--- src/rtl/sdmx_pkg.sv ---
package sdmx_pkg;

   typedef enum logic [1:0] {
      MODE_DIV1 = 2'd0,
      MODE_DIV2 = 2'd1,
      MODE_DIV4 = 2'd2
   } sdmx_mode_e;

   function automatic sdmx_mode_e mode_decode(input logic en, input logic sel);
      if (!en) begin
         return MODE_DIV1;
      end else if (!sel) begin
         return MODE_DIV2;
      end
      return MODE_DIV4;
   endfunction

   function automatic logic [1:0] last_slot(input sdmx_mode_e m);
      case (m)
         MODE_DIV2: return 2'd1;
         MODE_DIV4: return 2'd3;
         default:   return 2'd0;
      endcase
   endfunction

endpackage

--- src/rtl/sdmx_phase_ctr.sv ---
module sdmx_phase_ctr
   import sdmx_pkg::*;
(
   input  logic       clk,
   input  logic       rst_n,
   input  logic       rst_in,
   input  sdmx_mode_e mode,
   output logic [1:0] slot
);

   logic [1:0] cnt_q;
   logic [1:0] cnt_d;
   logic [1:0] lim;

   assign lim = last_slot(mode);

   always_comb begin
      if (rst_in || cnt_q >= lim) begin
         cnt_d = 2'd0;
      end else begin
         cnt_d = cnt_q + 2'd1;
      end
   end

   always_ff @(posedge clk or negedge rst_n) begin
      if (!rst_n) begin
         cnt_q <= 2'd0;
      end else begin
         cnt_q <= cnt_d;
      end
   end

   assign slot = cnt_q;

   // the alignment reset parks the counter at slot zero
   assert_cnt_cleared_R7: assert property (@(posedge clk) disable iff (!rst_n)
      rst_in |=> (slot == 2'd0));

   // a finished group is followed by slot zero
   assert_cnt_wraps_R7: assert property (@(posedge clk) disable iff (!rst_n)
      (!rst_in && slot == last_slot(mode)) |=> (slot == 2'd0));

endmodule

--- src/rtl/sdmx_delay.sv ---
module sdmx_delay #(
   parameter int                WIDTH   = 8,
   parameter int                DEPTH   = 1,
   parameter logic [WIDTH-1:0]  RST_VAL = '0
) (
   input  logic             clk,
   input  logic             rst_n,
   input  logic [WIDTH-1:0] din,
   output logic [WIDTH-1:0] dout
);

   if (WIDTH < 1) begin : g_bad_width
      $error("sdmx_delay: WIDTH must be positive");
   end
   if (DEPTH < 0) begin : g_bad_depth
      $error("sdmx_delay: DEPTH must not be negative");
   end

   if (DEPTH == 0) begin : g_pass
      assign dout = din;
   end else begin : g_regs
      logic [WIDTH-1:0] stg_q [DEPTH];

      always_ff @(posedge clk or negedge rst_n) begin
         if (!rst_n) begin
            for (int i = 0; i < DEPTH; i++) begin
               stg_q[i] <= RST_VAL;
            end
         end else begin
            stg_q[0] <= din;
            for (int i = 1; i < DEPTH; i++) begin
               stg_q[i] <= stg_q[i-1];
            end
         end
      end

      assign dout = stg_q[DEPTH-1];
   end

endmodule

--- src/rtl/sdmx_pack.sv ---
module sdmx_pack
   import sdmx_pkg::*;
#(
   parameter int SMP_W = 8,
   localparam int VEC_W = SMP_W + 3,
   localparam int PORT_W = 2 * SMP_W
) (
   input  logic              clk,
   input  logic              rst_n,
   input  sdmx_mode_e        mode,
   input  logic [VEC_W-1:0]  tag_vec,
   output logic [PORT_W-1:0] pri_out,
   output logic [PORT_W-1:0] aux_out,
   output logic              dready,
   output logic              rst_out
);

   logic             tag_rst;
   logic [1:0]       tag_slot;
   logic [SMP_W-1:0] tag_dat;
   logic [SMP_W-1:0] h1_q, h2_q, h3_q;
   logic             load;
   logic             dr_next;
   logic [PORT_W-1:0] pri_d, aux_d;

   assign tag_rst  = tag_vec[VEC_W-1];
   assign tag_slot = tag_vec[SMP_W+1:SMP_W];
   assign tag_dat  = tag_vec[SMP_W-1:0];

   assign load = !tag_rst && (tag_slot == last_slot(mode));

   always_comb begin
      case (mode)
         MODE_DIV2: begin
            aux_d   = {{SMP_W{1'b0}}, h1_q};
            pri_d   = {{SMP_W{1'b0}}, tag_dat};
            dr_next = (tag_slot == 2'd1);
         end
         MODE_DIV4: begin
            aux_d   = {h2_q, h3_q};
            pri_d   = {tag_dat, h1_q};
            dr_next = (tag_slot == 2'd3) || (tag_slot == 2'd0 && dready);
         end
         default: begin
            aux_d   = '0;
            pri_d   = {{SMP_W{1'b0}}, tag_dat};
            dr_next = 1'b1;
         end
      endcase
   end

   always_ff @(posedge clk or negedge rst_n) begin
      if (!rst_n) begin
         h1_q    <= '0;
         h2_q    <= '0;
         h3_q    <= '0;
         pri_out <= '0;
         aux_out <= '0;
         dready  <= 1'b0;
         rst_out <= 1'b1;
      end else begin
         h1_q    <= tag_dat;
         h2_q    <= h1_q;
         h3_q    <= h2_q;
         rst_out <= tag_rst;
         dready  <= !tag_rst && dr_next;
         if (load) begin
            pri_out <= pri_d;
            aux_out <= aux_d;
         end
      end
   end

   // no data-ready while the delayed reset is visible
   assert_dready_low_in_rst_R9: assert property (@(posedge clk) disable iff (!rst_n)
      rst_out |-> !dready);

   // half-rate strobe lasts one cycle
   assert_div2_pulse_R5: assert property (@(posedge clk) disable iff (!rst_n)
      (mode == MODE_DIV2 && dready) |=> !dready);

   // quarter-rate strobe lasts two cycles unless reset cuts it
   assert_div4_pulse_R5: assert property (@(posedge clk) disable iff (!rst_n)
      (mode == MODE_DIV4 && $rose(dready)) |=> (dready || rst_out));

   // ports hold between strobes in divided modes
   assert_ports_hold_R6: assert property (@(posedge clk) disable iff (!rst_n)
      (mode != MODE_DIV1 && !$rose(dready)) |-> ($stable(pri_out) && $stable(aux_out)));

endmodule

--- src/rtl/sample_demux_aligned.sv ---
module sample_demux_aligned
   import sdmx_pkg::*;
#(
   parameter int SMP_W = 8,
   parameter int LAT   = 3,
   localparam int VEC_W  = SMP_W + 3,
   localparam int PORT_W = 2 * SMP_W,
   localparam int MID_DEPTH = LAT - 2
) (
   input  logic              clk,
   input  logic              rst_n,
   input  logic              rst_in,
   input  logic              demux_en,
   input  logic              div_sel,
   input  logic [SMP_W-1:0]  smp_in,
   output logic [PORT_W-1:0] pri_out,
   output logic [PORT_W-1:0] aux_out,
   output logic              dready,
   output logic              rst_out
);

   localparam logic [VEC_W-1:0] PIPE_RST = {1'b1, {(VEC_W-1){1'b0}}};

   if (LAT < 2) begin : g_bad_lat
      $error("sample_demux_aligned: LAT must be at least 2");
   end
   if (SMP_W < 1) begin : g_bad_w
      $error("sample_demux_aligned: SMP_W must be positive");
   end

   sdmx_mode_e       mode;
   logic [1:0]       slot;
   logic [VEC_W-1:0] cap_q;
   logic [VEC_W-1:0] mid_vec;

   assign mode = mode_decode(demux_en, div_sel);

   sdmx_phase_ctr u_phase (
      .clk    (clk),
      .rst_n  (rst_n),
      .rst_in (rst_in),
      .mode   (mode),
      .slot   (slot)
   );

   always_ff @(posedge clk or negedge rst_n) begin
      if (!rst_n) begin
         cap_q <= PIPE_RST;
      end else begin
         cap_q <= {rst_in, slot, smp_in};
      end
   end

   sdmx_delay #(
      .WIDTH   (VEC_W),
      .DEPTH   (MID_DEPTH),
      .RST_VAL (PIPE_RST)
   ) u_mid (
      .clk   (clk),
      .rst_n (rst_n),
      .din   (cap_q),
      .dout  (mid_vec)
   );

   sdmx_pack #(
      .SMP_W (SMP_W)
   ) u_pack (
      .clk     (clk),
      .rst_n   (rst_n),
      .mode    (mode),
      .tag_vec (mid_vec),
      .pri_out (pri_out),
      .aux_out (aux_out),
      .dready  (dready),
      .rst_out (rst_out)
   );

endmodule

--- config.mk ---
export PLATFORM = sky130hd
export DESIGN_NAME = sample_demux_aligned
export DESIGN_NICKNAME = d
export VERILOG_FILES = /design/src/rtl/sdmx_pkg.sv /design/src/rtl/sdmx_phase_ctr.sv /design/src/rtl/sdmx_delay.sv /design/src/rtl/sdmx_pack.sv /design/src/rtl/sample_demux_aligned.sv
export SDC_FILE = /design/constraint.sdc
export NUM_CORES = 1
export LEC_CHECK = 0
export ABC_AREA = 1
export CAP_MARGIN = 20
export CORE_ASPECT_RATIO = 1.1
export CORE_MARGIN = 2
export CORE_UTILIZATION = 65
export DETAILED_ROUTE_END_ITERATION = 16
export DONT_BUFFER_PORTS = 1
export GPL_TIMING_DRIVEN = 0
export PLACE_DENSITY_LB_ADDON = 0.12
export SLEW_MARGIN = 20
export SYNTH_ARGS = -nofsm -noshare
export SYNTH_HDL_FRONTEND = slang
export SYNTH_HIERARCHICAL = 1
export SYNTH_SLANG_ARGS = --single-unit
--- constraint.sdc ---
create_clock -name clk -period 3.3 [get_ports clk]
set_input_delay 0.33 -clock clk [delete_from_list [all_inputs] [get_ports clk]]
set_output_delay 0.33 -clock clk [all_outputs]
set_load 0.01 [all_outputs]
==> out/qor.yml, run 1 <==
status:
  status: "finished clean"
clock_network:
  clk_latency_ns: 0.34
  clock-sinks: 82
  ctsRootBufferMaster: "clkbuf_8"
  clockBufferDepth: 2
  cts_tree: "built"
  clk_pin_slew_ns: 0.08
  cts_buffers: 9
  cts_resized: 0
  post_cts_buffers: 0
  htree_levels: 3
yosys:
  synth_top_cell_area_share_pct: 63.3
  synth_nets: 337
  synth_edf_count: 0
  syn_avg_cell_area_um2: 9.80
  yosys-top-cells-count: "131 x nand2_1, 79 x dfrtp_1, 33 x nand3_1, 29 x inv_1, 10 x a21oi_1"
  ys_seq_area_share_pct: 65.8
  synth.distinct_cells: 18
  synth.area.top_cells: "dfrtp_1 63%, nand2_1 16%, nand3_1 5.3%, inv_1 3.5%, dfstp_2 2.5%"
  synth_seq_cells: 82
  synth_flop_cell: "dfrtp_1"
  syn-cell-area_um2: 3130
  synth_warnings: 6
  ys_async_sr_fraction_pct: 100
  netlist_instances: 319
  yosysMostFrequentCell: "nand2_1"
  synth_top_cell_by_area: "dfrtp_1"
floorplanning:
  initial_core_util_pct: 67.2
  die_area_um2: 5380
  chipHeight_um: 76.7
  fp.dieW_um: 70.1
  ios: 47
  core_area_um2: 4650
  num_rows: 26
routing:
  via_count: 2061
  antenna_left: 0
  drt-total-wl_um: 5610
  drt_iter0_drc: 196
  via_per_inst: 5.13
  drc: 0
  avgRoutedWirePerCell_um: 13.9
  dr.pass1.iters: 4
layout:
  seqCellArea_um2: 2060
  nNetsFinal: 359
  synthToLayoutAreaGrowth_pct: 13.3
  multiInputGateArea_um2: 842
  design_area_um2: 3540
  diodes: 0
  drive_gt1_share_pct: 11.3
  fillers: 313
grt:
  grtUsageTotal_pct: 23.2
  grt_pass1_vias: 2106
  gr-total-overflow: 0
  grt_max_degree: 83
  antenna_found_initial: 0
  grt_pass1_wl_um: 9630
timing:
  rsz0062_at_grt: "false"
  slew_headroom_pct: 66.1
  period_share_pct: 47.2
  fin_worst_skew_ns: 0.00980
  tns_ns: 0
  period_minus_slack_ns: 1.56
  drv_slew: 0
  finalHoldViolations: 0
  setup_violations: 0
  tightest_slew_ns: 0.508
  clock.fmax_ghz: 0.642
placement:
  port_buffers: 0
  dp_hpwl_um: 3540
  placed_cell_area_um2: 3200
  gp_congestion: 0.852
critical_path:
  crit_path_max_fanout: 10
  end_kind: "flip-flop"
  critPathArrivalTime_ns: 1.78
  startpoint_type: "input port"
  required_ns: 3.52
  crit_type: "input port to flip-flop"
min_path:
  hold_path_class: "input port to flip-flop"
pwr:
  p_leak_nw: 1.93
  p_per_area_nw_per_um2: 615
  peakVddDrop_mv: 0.530
  p_total_w: 0.00218
job:
  drv_cap: 0
flip-flops by register name (all words and copies together) (netlist names), 2 cells and up:
register / count
cap_q: 11
u_mid/dout: 11
u_pack/aux_out: 16
u_pack/h1_q: 8
u_pack/h2_q: 8
u_pack/h3_q: 8
u_pack/pri_out: 16
u_phase/slot: 2
stage by stage:
step	hold slack [ns]	cells	setup slack (ns)	utilization (%)
3_3_place_gp	0.0359	375	1.48	68.7
6_report	0.160	402	1.74	76.1
2_1_floorplan	0.0344	319	1.65	-
5_1_grt	0.171	402	1.66	76.1
3_5_place_dp	0.0360	375	1.43	68.7
4_1_cts	0.00599	394	1.77	74.4
critical path, stage by stage:
cell,delay [ns]
inv_1,0.02
nor2_2,0.13
inv_1,0.06
ha_1,0.28
buf_2,0.19
inv_2,0.08
nand2_1,0.05
nand2_2,0.13
nand3_2,0.18
buf_6,0.20
nand2_1,0.06
nand2_1,0.07
worst paths after layout:
| check | startpoint | depth (start not counted) | endpoint | slack [ns] |
|---|---|---|---|---|
| setup / recovery | demux_en | 12 | u_pack/pri_out[9]$_DFFE_PN0P_ | 1.74 |
| min in group asynchronous | rst_n | 2 | u_pack/h2_q[3]$_DFF_PN0_ | 0.57 |
| hold reg to reg | cap_q[2]$_DFF_PN0_ | 0 | u_mid/dout[2]$_DFF_PN0_ | 0.35 |
| setup reg to reg | u_mid/dout[8]$_DFF_PN0_ | 7 | u_pack/pri_out[9]$_DFFE_PN0P_ | 2.00 |
| hold / removal | rst_in | 3 | u_phase/slot[1]$_DFF_PN0_ | 0.16 |
| max in group asynchronous | rst_n | 2 | u_mid/dout[10]$_DFF_PN1_ | 2.40 |
where the power goes:
group,switching (W),internal [W]
logic,0.000140,0.0000774
clock network,0.000336,0.000445
registers,0.0000870,0.00110
cells by family after synthesis:
| family | count (synthesis) | share of synthesized area, % |
|---|---|---|
| AND/OR/NAND/NOR | 173 | 22.5 |
| adder cells (fa/ha/maj) | 5 | 2.00 |
| buffers and inverters | 47 | 7.29 |
| XOR/XNOR | 1 | 0.280 |
| flip-flops | 82 | 65.8 |
| AO/OA/AOI/OAI | 11 | 2.12 |
cell usage in the layout, fill, tap and decap left out, types with 4 or more instances in the layout:
| master | synthesis | routed |
|---|---|---|
| clkbuf_1 | 3 | 4 |
| ha_1 | 5 | 5 |
| inv_1 | 29 | 29 |
| nand2_1 | 131 | 131 |
| buf_4 | 4 | 4 |
| a21oi_1 | 10 | 10 |
| dlygate4sd3_1 | 0 | 10 |
| dfrtp_1 | 79 | 79 |
| nor2_1 | 5 | 5 |
| clkbuf_8 | 0 | 10 |
| buf_6 | 4 | 4 |
| nand3_1 | 33 | 33 |
| buf_2 | 5 | 5 |
layout make-up:
| type | count | share of cell area (%) |
|---|---|---|
| plain buffers | 16 | 3.14 |
| clock buffers | 11 | 3.99 |
| clock inverters | 5 | 2.19 |
| inverters | 31 | 3.29 |
| multi-input cells | 190 | 23.8 |
| flip-flops and latches | 82 | 58.0 |
| well taps | 56 | 1.98 |
| repair buffers | 11 | 3.60 |
repair_timing:
action                                  4_1_cts  5_1_grt
endpoints found under the setup margin        0        0
hold buffers                                  3        8
hold endpoints to repair                     83        8
routing by layer:
layer  wire, um  vias up  global-route usage (%)
li1           -     1019                       -
met5          0        -                       0
met1       2560      966                    32.3
met3        333        8                    5.39
met4         77        0                    10.8
met2       2630       68                    35.0
Power figures use the tool's default switching activity.
==> run 2: changes to the inputs <==
--- a/config.mk
+++ b/config.mk
@@ -9,7 +9,7 @@
 export CAP_MARGIN = 20
 export CORE_ASPECT_RATIO = 1.1
 export CORE_MARGIN = 2
-export CORE_UTILIZATION = 65
+export CORE_UTILIZATION = 62
 export DETAILED_ROUTE_END_ITERATION = 16
 export DONT_BUFFER_PORTS = 1
 export GPL_TIMING_DRIVEN = 0
==> constraint.sdc (replaced) <==
create_clock -name clk -period 1.59 [get_ports clk]
set_input_delay 0.159 -clock clk [delete_from_list [all_inputs] [get_ports clk]]
set_output_delay 0.159 -clock clk [all_outputs]
set_load 0.01 [all_outputs]
==> out/qor.yml, run 2 (synthesized netlist as in run 1, its figures left out) <==
clock_network:
  clockBufferDepth: 2  # unchanged
  cts_tree: "built"
  htree_levels: 3  # unchanged
  cts_buffers: 9  # unchanged
  clock-sinks: 82  # unchanged
  post_cts_buffers: 0  # unchanged
  cts_resized: 0  # unchanged
  ctsRootBufferMaster: "clkbuf_8"
  clk_latency_ns: 0.34  # about the same
  clk_pin_slew_ns: 0.08  # about the same
  cts_hold_buf: 9  # +6
critical_path:
  critPathArrivalTime_ns: 1.59  # -0.19 ns
  crit_path_max_fanout: 10  # unchanged
  required_ns: 1.82  # -1.70 ns
  cpPeakStageDelay_ns: 0.28  # about the same
  crit_slowest_cell: "ha_1"
  r2r_start: "u_mid/dout[9]$_DFF_PN0_"
  path_common_cell: "nand2_1"
  cp-startpoint: "demux_en"
  cp_top_family: "simple AND/OR/NAND/NOR gates"
  end_kind: "flip-flop"
  r2r_setup_slack_ns: 0.32  # -1.68 ns
  worstPathCellList: "inv_1 > nor2_2 > inv_1 > ha_1 > buf_2 > inv_2 > nand2_1 > nand2_2 > nand3_2 > buf_6 > nand2_1 > nand2_1"
  cp_num_buf_inv: 5  # unchanged
  startpoint_type: "input port"
  crit_type: "input port to flip-flop"
status:
  failed_checks: "hold timing"
  status: "finished, violations left"
floorplanning:
  chipHeight_um: 78.5  # +2.3%
  core_area_um2: 4930  # +6.0%
  initial_core_util_pct: 63.4  # -3.8 points
  num_rows: 27  # +3.8%
  ios: 47  # unchanged
  fp.dieW_um: 71.7  # +2.3%
  die_area_um2: 5630  # +4.6%
placement:
  gp_congestion: 0.806  # -5.4%
  pre_cts_ws_ns: -0.116  # -1.55 ns
  dp_cells: 377  # +0.53%
  port_buffers: 0  # unchanged
  dp_hpwl_um: 3590  # +1.4%
routing:
  drt_iter0_drc: 206  # +5.1%
  dr.pass1.iters: 4  # unchanged
  antenna_left: 0  # unchanged
  drt-total-wl_um: 5630  # +0.48%
  drc: 0  # unchanged
  avgRoutedWirePerCell_um: 14.0  # +0.48%
  via_count: 2093  # +1.6%
  via_per_inst: 5.21  # +1.6%
job:
  drv_cap: 0  # unchanged
pwr:
  p_sw_share_pct: 25.1  # -0.68 points
  pwr-share-clk_pct: 36.1  # +0.3 points
  seq_power_share_pct: 54.8  # +0.6 points
  p_leak_nw: 1.91  # -1.2%
  peakVddDrop_mv: 0.871  # +64%
  p_switching_w: 0.00113  # +100%
  combPwrFrac_pct: 9.1  # -0.9 points
  p_per_area_nw_per_um2: 1280  # +110%
  internal_power_w: 0.00336  # +110%
grt:
  grt_pass1_wl_um: 9720  # +0.86%
  grt_pass1_vias: 2105  # -0.047%
  grt_util_met2_pct: 34.1  # -0.97 points
  gr-total-overflow: 0  # unchanged
  met1_usage_pct: 30.3  # -2.0 points
  grt_busiest_layer: "met2"
  antenna_found_initial: 0  # unchanged
  grt_util_met3_pct: 6.16  # +0.77 points
  grtUsageTotal_pct: 22.6  # -0.55 points
  grt_max_degree: 83  # unchanged
timing:
  clock.fmax_ghz: 0.737
  period_minus_slack_ns: 1.36
  tns_ns: 0  # unchanged
  finalHoldViolations: 82  # +82
  slew_headroom_pct: 66.7  # +0.54 points
  setup_ws_ns: 0.232  # -1.51 ns
  rsz0062_at_grt: "false"
  setup_violations: 0  # unchanged
  fin_worst_skew_ns: 0.00883  # -0.000967 ns
  holdWs_ns: -0.492  # -0.651 ns
  drv_slew: 0  # unchanged
  period_share_pct: 85.4
  tightest_slew_ns: 0.500  # -0.00811 ns
layout:
  final_core_util_pct: 71.1  # -5.0 points
  layout_commonest_cell: "nand2_1"
  nNetsFinal: 357  # -0.56%
  drive_gt1_share_pct: 10.8  # -0.52 points
  fillers: 357  # +14%
  diodes: 0  # unchanged
  largestRegisters: "u_pack/aux_out x16, u_pack/pri_out x16"
  final_cells: 402  # unchanged
  synthToLayoutAreaGrowth_pct: 12.2
  final_cell_mix: "131 x nand2_1, 79 x dfrtp_1, 33 x nand3_1"
min_path:
  hold_path_class: "input port to async pin"
run 2: layout make-up:
class / instances / area, um^2 / share of cell area (%)
timing repair buffer: 9 / 90.1 / 2.57
clock buffer: 12 / 145 / 4.14
inverter: 31 / 116 / 3.32
tap: 58 / 72.6 / 2.07
multi-input combinational: 190 / 842 / 24.0
buffer: 16 / 111 / 3.17
clock inverter: 4 / 75.1 / 2.14
sequential: 82 / 2060 / 58.6
run 2: worst reg2reg max path: cells and delay by family, from the launching register on:
family | cells | cell delay (ns)
buffers and inverters | 1 | 0.22
flip-flops | 1 | 0.44
AND/OR/NAND/NOR | 5 | 0.53
run 2: routing by layer:
layer,vias to the layer above,wire [um]
met5,-,0
met4,0,114
met3,11,311
met2,65,2640
met1,1008,2570
li1,1009,-
run 2: through the flow:
stage | cell area, um^2 | hold slack (ns) | total power, W
floorplan | 3130 | -0.137 | 0.00277
global placement | 3200 | -0.135 | 0.00287
detailed placement | 3200 | -0.135 | 0.00289
CTS | 3510 | -0.508 | 0.00452
global route | 3510 | -0.515 | 0.00469
finish | 3510 | -0.492 | 0.00448
run 2: power groups by stage:
stage,combinational (W),sequential [W],clock (W)
after floorplan,0.000304,0.00246,0
after global placement,0.000374,0.00249,0
after detailed placement,0.000389,0.00250,0
after CTS,0.000411,0.00246,0.00165
after global routing,0.000470,0.00248,0.00174
final,0.000408,0.00245,0.00162
run 2: final timing paths:
path | end | cells past startpoint
max in group asynchronous | cap_q[10]$_DFF_PN1_ | 0
worst max register to register | u_pack/pri_out[7]$_DFFE_PN0P_ | 6
worst max-delay path | u_pack/pri_out[11]$_DFFE_PN0P_ | 12
min in group clk | u_mid/dout[1]$_DFF_PN0_ | 0
worst min-delay path | u_pack/pri_out[15]$_DFFE_PN0P_ | 0
worst min register to register | u_mid/dout[1]$_DFF_PN0_ | 0
==> run 3: changes to the inputs <==
--- a/config.mk
+++ b/config.mk
@@ -14,6 +14,7 @@
 export DONT_BUFFER_PORTS = 1
 export GPL_TIMING_DRIVEN = 0
 export PLACE_DENSITY_LB_ADDON = 0.12
+export REMOVE_ABC_BUFFERS = 1
 export SLEW_MARGIN = 20
 export SYNTH_ARGS = -nofsm -noshare
 export SYNTH_HDL_FRONTEND = slang
==> out/qor.yml, run 3 (synthesized netlist as in run 1, its figures left out) <==
grt:
  grt_pass1_wl_um: 9870  # +1.6%
  grtUsageTotal_pct: 23.7  # +1.1 points
  gr-total-overflow: 0  # unchanged
  grt_max_degree: 83  # unchanged
  antenna_found_initial: 0  # unchanged
  grt_pass1_vias: 2026  # -3.8%
floorplanning:
  ios: 47  # unchanged
  num_rows: 27  # unchanged
  chipHeight_um: 78.5  # unchanged
  die_area_um2: 5630  # unchanged
  initial_core_util_pct: 63.4  # unchanged
  core_area_um2: 4930  # unchanged
  fp.dieW_um: 71.7  # unchanged
layout:
  largestRegisters: "u_pack/aux_out x16, u_pack/pri_out x16"
  nNetsFinal: 344  # -3.6%
  synthToLayoutAreaGrowth_pct: 12.1
  final_cell_mix: "131 x nand2_1, 79 x dfrtp_1, 33 x nand3_1"
  design_area_um2: 3500  # -0.11%
  diodes: 0  # unchanged
  layout_commonest_cell: "nand2_1"
  final_cells: 389  # -3.2%
  fillers: 357  # unchanged
  drive_gt1_share_pct: 9.37  # -1.4 points
timing:
  rsz0062_at_grt: "false"
  slew_headroom_pct: 72.0  # +5.3 points
  clock.fmax_ghz: 0.673  # -8.7%
  finalHoldViolations: 82  # unchanged
  holdWs_ns: -0.493  # -0.00163 ns
  setup_violations: 0  # unchanged
  fin_worst_skew_ns: 0.00815  # -0.000688 ns
  period_minus_slack_ns: 1.49  # +0.129 ns
  drv_slew: 0  # unchanged
  tightest_slew_ns: 0.419  # -0.0809 ns
  period_share_pct: 93.5  # +8.1 points
clock_network:
  clk_pin_slew_ns: 0.09  # about the same
  cts_tree: "built"
  clockBufferDepth: 2  # unchanged
  ctsRootBufferMaster: "clkbuf_8"
  clk_latency_ns: 0.34  # about the same
  htree_levels: 3  # unchanged
  cts_buffers: 9  # unchanged
  clock-sinks: 82  # unchanged
  cts_hold_buf: 9  # unchanged
pwr:
  peakVddDrop_mv: 0.824  # -5.4%
  p_switching_w: 0.00118  # +5.1%
  internal_power_w: 0.00345  # +2.9%
  p_leak_nw: 1.88  # -1.4%
  pwr-share-clk_pct: 38.3  # +2.2 points
  p_total_w: 0.00463  # +3.4%
  p_sw_share_pct: 25.5  # +0.41 points
  p_per_area_nw_per_um2: 1320  # +3.5%
  combPwrFrac_pct: 8.8  # -0.3 points
  seq_power_share_pct: 53.0  # -1.8 points
routing:
  dr.pass1.iters: 4  # unchanged
  via_per_inst: 5.27  # +1.2%
  antenna_left: 0  # unchanged
  drt-total-wl_um: 6000  # +6.5%
  avgRoutedWirePerCell_um: 15.4  # +10%
  drt_iter0_drc: 228  # +11%
  via_count: 2050  # -2.1%
  drc: 0  # unchanged
placement:
  placed_cell_area_um2: 3090  # -3.3%
  dp_cells: 361  # -4.2%
  port_buffers: 0  # unchanged
  gp_congestion: 0.743  # -7.8%
  dp_hpwl_um: 3070  # -15%
critical_path:
  critPathArrivalTime_ns: 1.76  # +0.17 ns
  required_ns: 1.86  # +0.04 ns
  end_kind: "flip-flop"
  crit_path_max_fanout: 18  # +8
  crit_type: "input port to flip-flop"
  startpoint_type: "input port"
  r2r_cells: 5  # -1
min_path:
  hold_path_class: "input port to async pin"
status:
  status: "finished, violations left"
  failed_checks: "hold timing"
job:
  drv_cap: 0  # unchanged
[run 3: cell types whose count changed in the layout (fill, tap and decap cells not counted), sizes merged]
cell	before	now
clkinvlp	2	0
clkinv	0	4
buf	13	1
clkbuf	15	9
bufinv	2	3
nand3	34	35
nor2	7	8
[run 3: layout make-up]
cell class	instances	area (um^2)	share of cell area (%)
clock buffers	9	124	3.53
clock inverters	7	118	3.36
inverters	31	116	3.32
multi-input cells	192	917	26.2
flip-flops and latches	82	2060	58.7
well taps	58	72.6	2.07
repair buffers	10	101	2.89
[run 3: what timing repair did]
| action | in CTS | in global routing |
|---|---|---|
| resized for setup | 7 | 2 |
| endpoints found under the setup margin | 33 | 32 |
| pin swaps | 3 | 2 |
| endpoints found under the hold margin | 93 | 82 |
| setup buffers | 1 | 0 |
| gates cloned | 2 | 0 |
[run 3: power by group through the flow]
stage	Sequential [W]	Clock (W)	Combinational (W)
4_1_cts	0.00246	0.00180	0.000405
3_5_place_dp	0.00250	0	0.000338
6_report	0.00246	0.00177	0.000406
3_3_place_gp	0.00249	0	0.000325
5_1_grt	0.00248	0.00189	0.000464
2_1_floorplan	0.00246	0	0.000259
[run 3: layer usage]
layer	track usage, %	vias to the layer above	routed length, um
li1	-	992	-
met5	0	-	0
met4	10.4	0	47
met1	33.4	1000	2740
met2	35.5	54	2940
met3	5.65	4	277
[run 3: path summary, 6_finish.rpt]
path | end | startpoint | slack [ns]
max | u_pack/pri_out[1]$_DFFE_PN0P_ | div_sel | 0.10
min | u_pack/aux_out[14]$_DFFE_PN0P_ | rst_n | -0.49
max reg2reg | u_pack/pri_out[1]$_DFFE_PN0P_ | u_mid/dout[9]$_DFF_PN0_ | 0.14
min reg2reg | u_mid/dout[8]$_DFF_PN0_ | cap_q[8]$_DFF_PN0_ | 0.35
max in group asynchronous | u_pack/rst_out$_DFF_PN1_ | rst_n | 1.90
min in group clk | u_mid/dout[8]$_DFF_PN0_ | cap_q[8]$_DFF_PN0_ | 0.35
[run 3: worst max-delay path: stages]
cell	delay (ns)
nand2_1	0.04
inv_1	0.15
ha_4	0.31
inv_2	0.18
nand2_1	0.09
nand2_1	0.17
nor2_4	0.40
nand3_1	0.15
nand2_1	0.10
[run 3: per-stage QoR]
step | util (%) | TNS (ns) | setup WS [ns]
finish | 71.1 | 0 | 0.103
global route | 71.1 | 0 | 0.0139
CTS | 70.8 | 0 | 0.0301
detailed placement | 62.7 | -37.17 | -1.17
global placement | 62.6 | -46.29 | -1.48
floorplan | - | -20.21 | -0.635
